===== src/rtl/usb_tok_pkg.sv =====
package usb_tok_pkg;

   localparam logic [7:0] PID_OUT   = 8'hE1;
   localparam logic [7:0] PID_IN    = 8'h69;
   localparam logic [7:0] PID_SETUP = 8'h2D;
   localparam logic [7:0] PID_DATA0 = 8'hC3;
   localparam logic [7:0] PID_DATA1 = 8'h4B;

   typedef enum logic [2:0] {
      CLS_NONE   = 3'd0,   // no event, no register change
      CLS_DATA   = 3'd1,   // data packet
      CLS_IN     = 3'd2,   // IN token for this device
      CLS_SETOUT = 3'd3,   // SETUP or OUT token for this device
      CLS_CLEAR  = 3'd4    // ignored token: current token cleared
   } cls_e;

   typedef struct packed {
      cls_e cls;
      logic ep;
   } verdict_t;

endpackage


===== src/rtl/usb_pkt_capture.sv =====
module usb_pkt_capture #(
   parameter int LEN_W = 8
) (
   input  logic             clk,
   input  logic             rst_n,
   input  logic             pkt_done,
   input  logic [LEN_W-1:0] pkt_len,
   input  logic [7:0]       pkt_pid,
   input  logic [7:0]       pkt_abyte,
   output logic             busy,
   output logic [LEN_W-1:0] cap_len,
   output logic [7:0]       cap_pid,
   output logic [7:0]       cap_abyte
);

   logic accept;
   assign accept = pkt_done && !busy;

   always_ff @(posedge clk) begin
      if (!rst_n) begin
         busy      <= 1'b0;
         cap_len   <= '0;
         cap_pid   <= '0;
         cap_abyte <= '0;
      end else begin
         busy <= accept;
         if (accept) begin
            cap_len   <= pkt_len;
            cap_pid   <= pkt_pid;
            cap_abyte <= pkt_abyte;
         end
      end
   end

   // busy lasts one cycle, so a strobe seen while busy is not taken
   p_busy_single_r9 : assert property (@(posedge clk) disable iff (!rst_n)
      busy |=> !busy);

endmodule


===== src/rtl/usb_pid_classify.sv =====
module usb_pid_classify
   import usb_tok_pkg::*;
#(
   parameter int LEN_W     = 8,
   parameter int ADDR_W    = 7,
   parameter int MIN_LEN   = 3,
   parameter bit FULL_PID  = 1'b1
) (
   input  logic [LEN_W-1:0]  len,
   input  logic [7:0]        pid,
   input  logic [7:0]        abyte,
   input  logic [ADDR_W-1:0] dev_addr,
   output verdict_t          verdict
);

   localparam int EP_POS = 7;

   logic is_in, is_out, is_setup, is_d0, is_d1;

   generate
      if (FULL_PID) begin : g_full
         assign is_in    = (pid == PID_IN);
         assign is_out   = (pid == PID_OUT);
         assign is_setup = (pid == PID_SETUP);
         assign is_d0    = (pid == PID_DATA0);
         assign is_d1    = (pid == PID_DATA1);
      end else begin : g_nibble
         assign is_in    = (pid[3:0] == PID_IN[3:0]);
         assign is_out   = (pid[3:0] == PID_OUT[3:0]);
         assign is_setup = (pid[3:0] == PID_SETUP[3:0]);
         assign is_d0    = (pid[3:0] == PID_DATA0[3:0]);
         assign is_d1    = (pid[3:0] == PID_DATA1[3:0]);
      end
   endgenerate

   logic short_pkt, addr_hit;
   assign short_pkt = (len < LEN_W'(MIN_LEN));
   assign addr_hit  = (abyte[ADDR_W-1:0] == dev_addr);

   always_comb begin
      verdict.ep  = abyte[EP_POS];
      verdict.cls = CLS_NONE;
      if (short_pkt)            verdict.cls = CLS_NONE;
      else if (is_d0 || is_d1)  verdict.cls = CLS_DATA;
      else if (!addr_hit)       verdict.cls = CLS_CLEAR;
      else if (is_in)           verdict.cls = CLS_IN;
      else if (is_setup || is_out) verdict.cls = CLS_SETOUT;
      else                      verdict.cls = CLS_CLEAR;
   end

endmodule


===== src/rtl/usb_evt_reg.sv =====
module usb_evt_reg
   import usb_tok_pkg::*;
(
   input  logic     clk,
   input  logic     rst_n,
   input  logic     fire,
   input  verdict_t verdict,
   input  logic [7:0] pid,
   output logic     ev_in,
   output logic     ev_setup_out,
   output logic     ev_data,
   output logic [7:0] cur_tok,
   output logic     ep_bit
);

   always_ff @(posedge clk) begin
      if (!rst_n) begin
         ev_in        <= 1'b0;
         ev_setup_out <= 1'b0;
         ev_data      <= 1'b0;
         cur_tok      <= '0;
         ep_bit       <= 1'b0;
      end else begin
         ev_in        <= fire && (verdict.cls == CLS_IN);
         ev_setup_out <= fire && (verdict.cls == CLS_SETOUT);
         ev_data      <= fire && (verdict.cls == CLS_DATA);
         if (fire) begin
            unique case (verdict.cls)
               CLS_IN:     ep_bit <= verdict.ep;
               CLS_SETOUT: begin
                  cur_tok <= pid;
                  ep_bit  <= verdict.ep;
               end
               CLS_CLEAR:  cur_tok <= '0;
               default:    ;
            endcase
         end
      end
   end

   // at most one event at a time, each for a single cycle
   p_evt_onehot_r8 : assert property (@(posedge clk) disable iff (!rst_n)
      $onehot0({ev_in, ev_setup_out, ev_data}));
   p_evt_pulse_r8 : assert property (@(posedge clk) disable iff (!rst_n)
      (ev_in || ev_setup_out || ev_data) |=> !(ev_in || ev_setup_out || ev_data));

endmodule


===== src/rtl/usb_tok_dispatch.sv =====
module usb_tok_dispatch
   import usb_tok_pkg::*;
#(
   parameter int LEN_W    = 8,
   parameter int ADDR_W   = 7,
   parameter int MIN_LEN  = 3,
   parameter bit FULL_PID = 1'b1
) (
   input  logic              clk,
   input  logic              rst_n,
   input  logic              pkt_done,
   input  logic [LEN_W-1:0]  pkt_len,
   input  logic [7:0]        pkt_pid,
   input  logic [7:0]        pkt_abyte,
   input  logic [ADDR_W-1:0] dev_addr,
   output logic              ev_in,
   output logic              ev_setup_out,
   output logic              ev_data,
   output logic [7:0]        cur_tok,
   output logic              ep_bit
);

   localparam int LEN_MAX = (1 << LEN_W) - 1;

   generate
      if (ADDR_W < 1 || ADDR_W > 7) begin : g_bad_addr
         $error("ADDR_W must leave bit 7 of the address byte for the endpoint");
      end
      if (MIN_LEN < 1 || MIN_LEN > LEN_MAX) begin : g_bad_len
         $error("MIN_LEN must be representable in LEN_W bits");
      end
   endgenerate

   logic             busy;
   logic [LEN_W-1:0] cap_len;
   logic [7:0]       cap_pid, cap_abyte;
   verdict_t         verdict;

   usb_pkt_capture #(.LEN_W(LEN_W)) u_cap (
      .clk(clk), .rst_n(rst_n), .pkt_done(pkt_done), .pkt_len(pkt_len),
      .pkt_pid(pkt_pid), .pkt_abyte(pkt_abyte), .busy(busy),
      .cap_len(cap_len), .cap_pid(cap_pid), .cap_abyte(cap_abyte)
   );

   usb_pid_classify #(.LEN_W(LEN_W), .ADDR_W(ADDR_W), .MIN_LEN(MIN_LEN),
                      .FULL_PID(FULL_PID)) u_cls (
      .len(cap_len), .pid(cap_pid), .abyte(cap_abyte),
      .dev_addr(dev_addr), .verdict(verdict)
   );

   usb_evt_reg u_evt (
      .clk(clk), .rst_n(rst_n), .fire(busy), .verdict(verdict), .pid(cap_pid),
      .ev_in(ev_in), .ev_setup_out(ev_setup_out), .ev_data(ev_data),
      .cur_tok(cur_tok), .ep_bit(ep_bit)
   );

   // short packets never produce an event and keep the token
   p_short_quiet_r2 : assert property (@(posedge clk) disable iff (!rst_n)
      (busy && cap_len < LEN_W'(MIN_LEN)) |=>
         (!ev_in && !ev_setup_out && !ev_data && $stable(cur_tok)));

   // data packets always reach the data path
   p_data_route_r3 : assert property (@(posedge clk) disable iff (!rst_n)
      (busy && cap_len >= LEN_W'(MIN_LEN) &&
       (cap_pid == PID_DATA0 || cap_pid == PID_DATA1)) |=> ev_data);

   // a foreign address clears the token and raises nothing
   p_addr_miss_r4 : assert property (@(posedge clk) disable iff (!rst_n)
      (busy && cap_len >= LEN_W'(MIN_LEN) && cap_pid != PID_DATA0 &&
       cap_pid != PID_DATA1 && cap_abyte[ADDR_W-1:0] != dev_addr) |=>
         (cur_tok == 8'h00 && !ev_in && !ev_setup_out && !ev_data));

   // an event only follows a captured packet
   p_evt_after_cap_r8 : assert property (@(posedge clk) disable iff (!rst_n)
      (ev_in || ev_setup_out || ev_data) |-> $past(busy));

endmodule


===== config.mk =====
export PLATFORM = sky130hd
export DESIGN_NAME = usb_tok_dispatch
export DESIGN_NICKNAME = d
export VERILOG_FILES = /design/src/rtl/usb_tok_pkg.sv /design/src/rtl/usb_pkt_capture.sv /design/src/rtl/usb_pid_classify.sv /design/src/rtl/usb_evt_reg.sv /design/src/rtl/usb_tok_dispatch.sv
export SDC_FILE = /design/constraint.sdc
export NUM_CORES = 1
export LEC_CHECK = 0
export ABC_AREA = 1
export BUFFER_PORTS_ARGS = -buffer_cell sky130_fd_sc_hd__buf_2
export CORE_ASPECT_RATIO = 1.1
export CORE_MARGIN = 10
export CORE_UTILIZATION = 40
export CTS_CLUSTER_SIZE = 30
export DETAILED_ROUTE_END_ITERATION = 6
export PLACE_DENSITY_LB_ADDON = 0.05
export SLEW_MARGIN = 20
export SYNTH_ARGS = -nofsm -noshare
export SYNTH_HDL_FRONTEND = slang
export SYNTH_HIERARCHICAL = 1
export SYNTH_SLANG_ARGS = --single-unit

===== constraint.sdc =====
create_clock -name clk -period 1.8 [get_ports clk]
set_input_delay 0.36 -clock clk [delete_from_list [all_inputs] [get_ports clk]]
set_output_delay 0.36 -clock clk [all_outputs]
set_load 0.1 [all_outputs]

==> Implementation_results.wiki <==
{| class="wikitable"
! Metric !! Value
|-
| DP HPWL || 3182 microns
|-
| Worst IR Drop VDD || 459.0 uV
|-
| Global placer's final weighted congestion || 0.7498
|-
| Vias in the first global route || 1,682
|-
| Setup TNS || 0 ps
|-
| R2r worst-path depth || 11
|-
| Class of the tightest hold or removal check || in -> reg
|-
| Die height || 91.48 microns
|-
| Setup WS post-layout || 116.5 ps
|-
| Sequential area share after synthesis || 0.3987
|-
| Hold buffer count at CTS || 0
|-
| Num ports || 46
|-
| Synth warn || 6
|-
| Avg Vias per Cell || 4.519
|-
| Dominant cell type by area after synthesis || dfxtp_1
|-
| Clock insertion delay at the later pin of the skew report || 290 ps
|-
| Leftover overflow at the end of global routing || 0
|-
| Total Die Area || 7774 sq um
|-
| Endpoint of the worst setup timing path || u_evt/cur_tok[2]
|-
| Count of pins over their slew limit || 0
|-
| Global-route wire length before repair || 7431 microns
|-
| Fraction of post-synthesis cell area in the top cell type by area || 0.3987
|-
| Maximum fanout encountered on the critical timing path || 8
|-
| Cell row count || 25
|-
| Setup Slack @ Placement || -48.01 ps
|-
| Detailed-route wire length || 4516 microns
|-
| Post-Syn Nets || 317
|-
| Fin Clk Skew || 5.175 ps
|-
| Most used flip-flop cell after synthesis || dfxtp_1
|-
| Number of synthesized flops with an enable pin || 0
|-
| Via total after detailed routing || 1,776
|-
| Number of buffers created by CTS || 5
|-
| Number of synthesized register bits || 37
|-
| Crit. Startpoint || u_cap/cap_pid[7]
|-
| Max-Cap Viols || 0
|-
| Async set-or-reset flop fraction in the synthesized netlist || 0
|-
| Worst Max-Slew Pin Slew || 572.9 ps
|-
| Ant diodes || 0
|-
| Post-route design area || 2371 sq um
|-
| Number of nets with antenna violations after routing || 0
|-
| Largest net degree at the start of global routing || 26
|-
| CTS root buf || clkbuf_8
|-
| Leakage power of the design || 1.285 nW
|-
| Crit Path Category || reg -> reg
|-
| CTS tree || done
|-
| Initial cell density of the core || 0.4213
|-
| Final nets || 372
|-
| Synthesized area || 1858 sq um
|-
| Post-synthesis to final-layout area growth || 27.61%
|-
| Filler cell count || 490
|-
| Clock sink total || 37
|-
| Area occupied by multi-input gates || 949.7 sq um
|-
| Maximum root-to-sink buffer count || 2
|-
| Global routing usage summed across all routing layers || 0.1140
|-
| Post-synthesis cell count || 283
|-
| Sequential cell area || 757.0 sq um
|-
| Hold Vio Cnt, Final || 0
|-
| DR DRC count || 0
|-
| CP endpoint kind || flip-flop
|-
| Highest achievable clock rate || 594.0 MHz
|-
| Syn Area/Cell || 6.565 sq um
|-
| Required time of the worst setup path || 2040 ps
|-
| Setup slack of the most critical reg-to-reg path || 120 ps
|-
| Number of setup violations in the final report || 0
|-
| Element type at the critical path start || flip-flop
|-
| H-tree depth reported by CTS || 2
|-
| Average wire per standard cell || 11.49 microns
|-
| Placeable core region || 4410 sq um
|-
| Reg-to-reg critical path startpoint || u_cap/cap_pid[7]
|-
| Slew Limit Headroom || 0.6171
|-
| Clock transition at the registers of the reported paths || 70 ps
|-
| Final Critical Period || 1684 ps
|-
| Synth unique cells || 24
|-
| Fraction of layout cells with a size suffix above 1 || 0.2979
|-
| First-iteration detailed-routing DRC count || 48
|-
| Port buffer count || 45
|-
| End of the worst register-to-register path || u_evt/cur_tok[2]
|-
| Number of antenna violations at the first check in global routing || 0
|-
| Initial DRT Pass Iterations || 4
|-
| Top cell types by occurrence after synthesis || nand2_1 (63), nor2_1 (63), inv_1 (41)
|-
| Outcome || finished clean
|-
| Width of the chip || 84.99 microns
|-
| Power density over the cells || 766.2 nW/um^2
|-
| Main area contributors after synthesis || dfxtp_1 (40%), nand2_1 (13%), nor2_1 (13%)
|-
| Period utilisation layout || 0.9353
|-
| Placed instance area || 2121 sq um
|-
| CP Data Arrival Time || 1930 ps
|}
## worst max-delay path, stage by stage, from the launching register on
cell     delay [ps]
dfxtp_2         340
inv_1            70
nand4_1         100
nand2_1         100
inv_1            60
o21ai_2         230
a21oi_2          80
inv_2           120
nand4_4         170
nor2_8          220
nand2_1          70
nand2_1          70
## registers in the layout (all words and copies together), names as in the netlist
| register | cells |
|---|---|
| u_evt/ev_setup_out | 1 |
| u_cap/busy | 1 |
| u_evt/ep_bit | 1 |
| u_evt/cur_tok | 8 |
| u_cap/cap_abyte | 8 |
| u_evt/ev_in | 1 |
| u_cap/cap_len | 8 |
| u_cap/cap_pid | 8 |
| u_evt/ev_data | 1 |
## kinds of logic (layout without fill, tap and decap cells)
kind of cell / Yosys count / in the layout / synth area share
flops: 37 / 37 / 0.3987
xor+xnor: 7 / 7 / 0.03300
compound gates: 6 / 6 / 0.01616
buf+inv: 55 / 110 / 0.1273
simple gates: 178 / 179 / 0.4249
## placed cells by master, fill, tap and decap left out
cell      synthesis  routed
a21oi_1           4       2
a21oi_2           0       2
and3_1            1       1
buf_2             6      45
buf_4             2      13
buf_6             2       1
clkbuf_8          0       7
clkinv_2          0       1
dfxtp_1          37      30
dfxtp_2           0       4
dfxtp_4           0       3
inv_1            41      38
inv_2             2       5
nand2_1          63      55
nand2_2           0       8
nand2b_1          1       1
nand3_1          32      31
nand3_2           0       1
nand4_1          11      11
nand4_2           0       1
nand4_4           1       1
nor2_1           63      60
nor2_2            2       4
nor2_4            1       2
nor2_8            1       1
nor3_1            2       2
o21ai_0           1       1
o21ai_2           0       1
xnor2_1           4       3
xnor2_2           0       1
xor2_1            3       3
## worst min-delay path by stage
stage	startpoint	endpoint	depth (start not counted)
after CTS	pkt_pid[2]	u_cap/cap_pid[2]	5
final	pkt_pid[0]	u_cap/cap_pid[0]	5
after global routing	pkt_abyte[2]	u_cap/cap_abyte[2]	5
after global placement	u_evt/ep_bit	u_evt/ep_bit	2
after floorplan	u_cap/cap_len[0]	u_cap/cap_len[0]	2
after detailed placement	u_evt/ep_bit	u_evt/ep_bit	2
## metrics by stage
stage | utilization | total power [mW] | instances | hold WS, ps
4_1_cts | 0.5038 | 1.820 | 384 | 351.0
5_1_grt | 0.5376 | 1.923 | 393 | 382.8
2_1_floorplan | - | 1.101 | 283 | 453.9
6_report | 0.5376 | 1.817 | 393 | 362.1
3_5_place_dp | 0.4809 | 1.175 | 376 | 447.0
3_3_place_gp | 0.4809 | 1.173 | 376 | 432.7
## area by class of cell
class,count,share of cell area
tap,54,0.02850
inverter,43,0.06807
sequential,37,0.3193
clock buffer,7,0.04063
timing repair buffer,59,0.1409
clock inverter,1,0.002111
multi-input combinational,192,0.4005
## timing repair
item	4_1_cts	5_1_grt
resized for setup	0	31
endpoints found under the hold margin	0	0
setup endpoints to repair	0	9
buffers inserted	0	8
## per-layer routing
layer | part of all wire | GRT usage
met1 | 0.46 | 0.1349
met3 | 0.064 | 0.04021
met2 | 0.46 | 0.1769
met4 | 0.015 | 0.05769
met5 | 0 | 0
## power breakdown
part / total [mW] / switching [mW] / internal (mW)
clock network: 0.632 / 0.287 / 0.346
registers: 0.901 / 0.0375 / 0.863
logic: 0.284 / 0.165 / 0.118
total: 1.82 / 0.490 / 1.33
No activity file was read; power rests on OpenSTA's default activity.
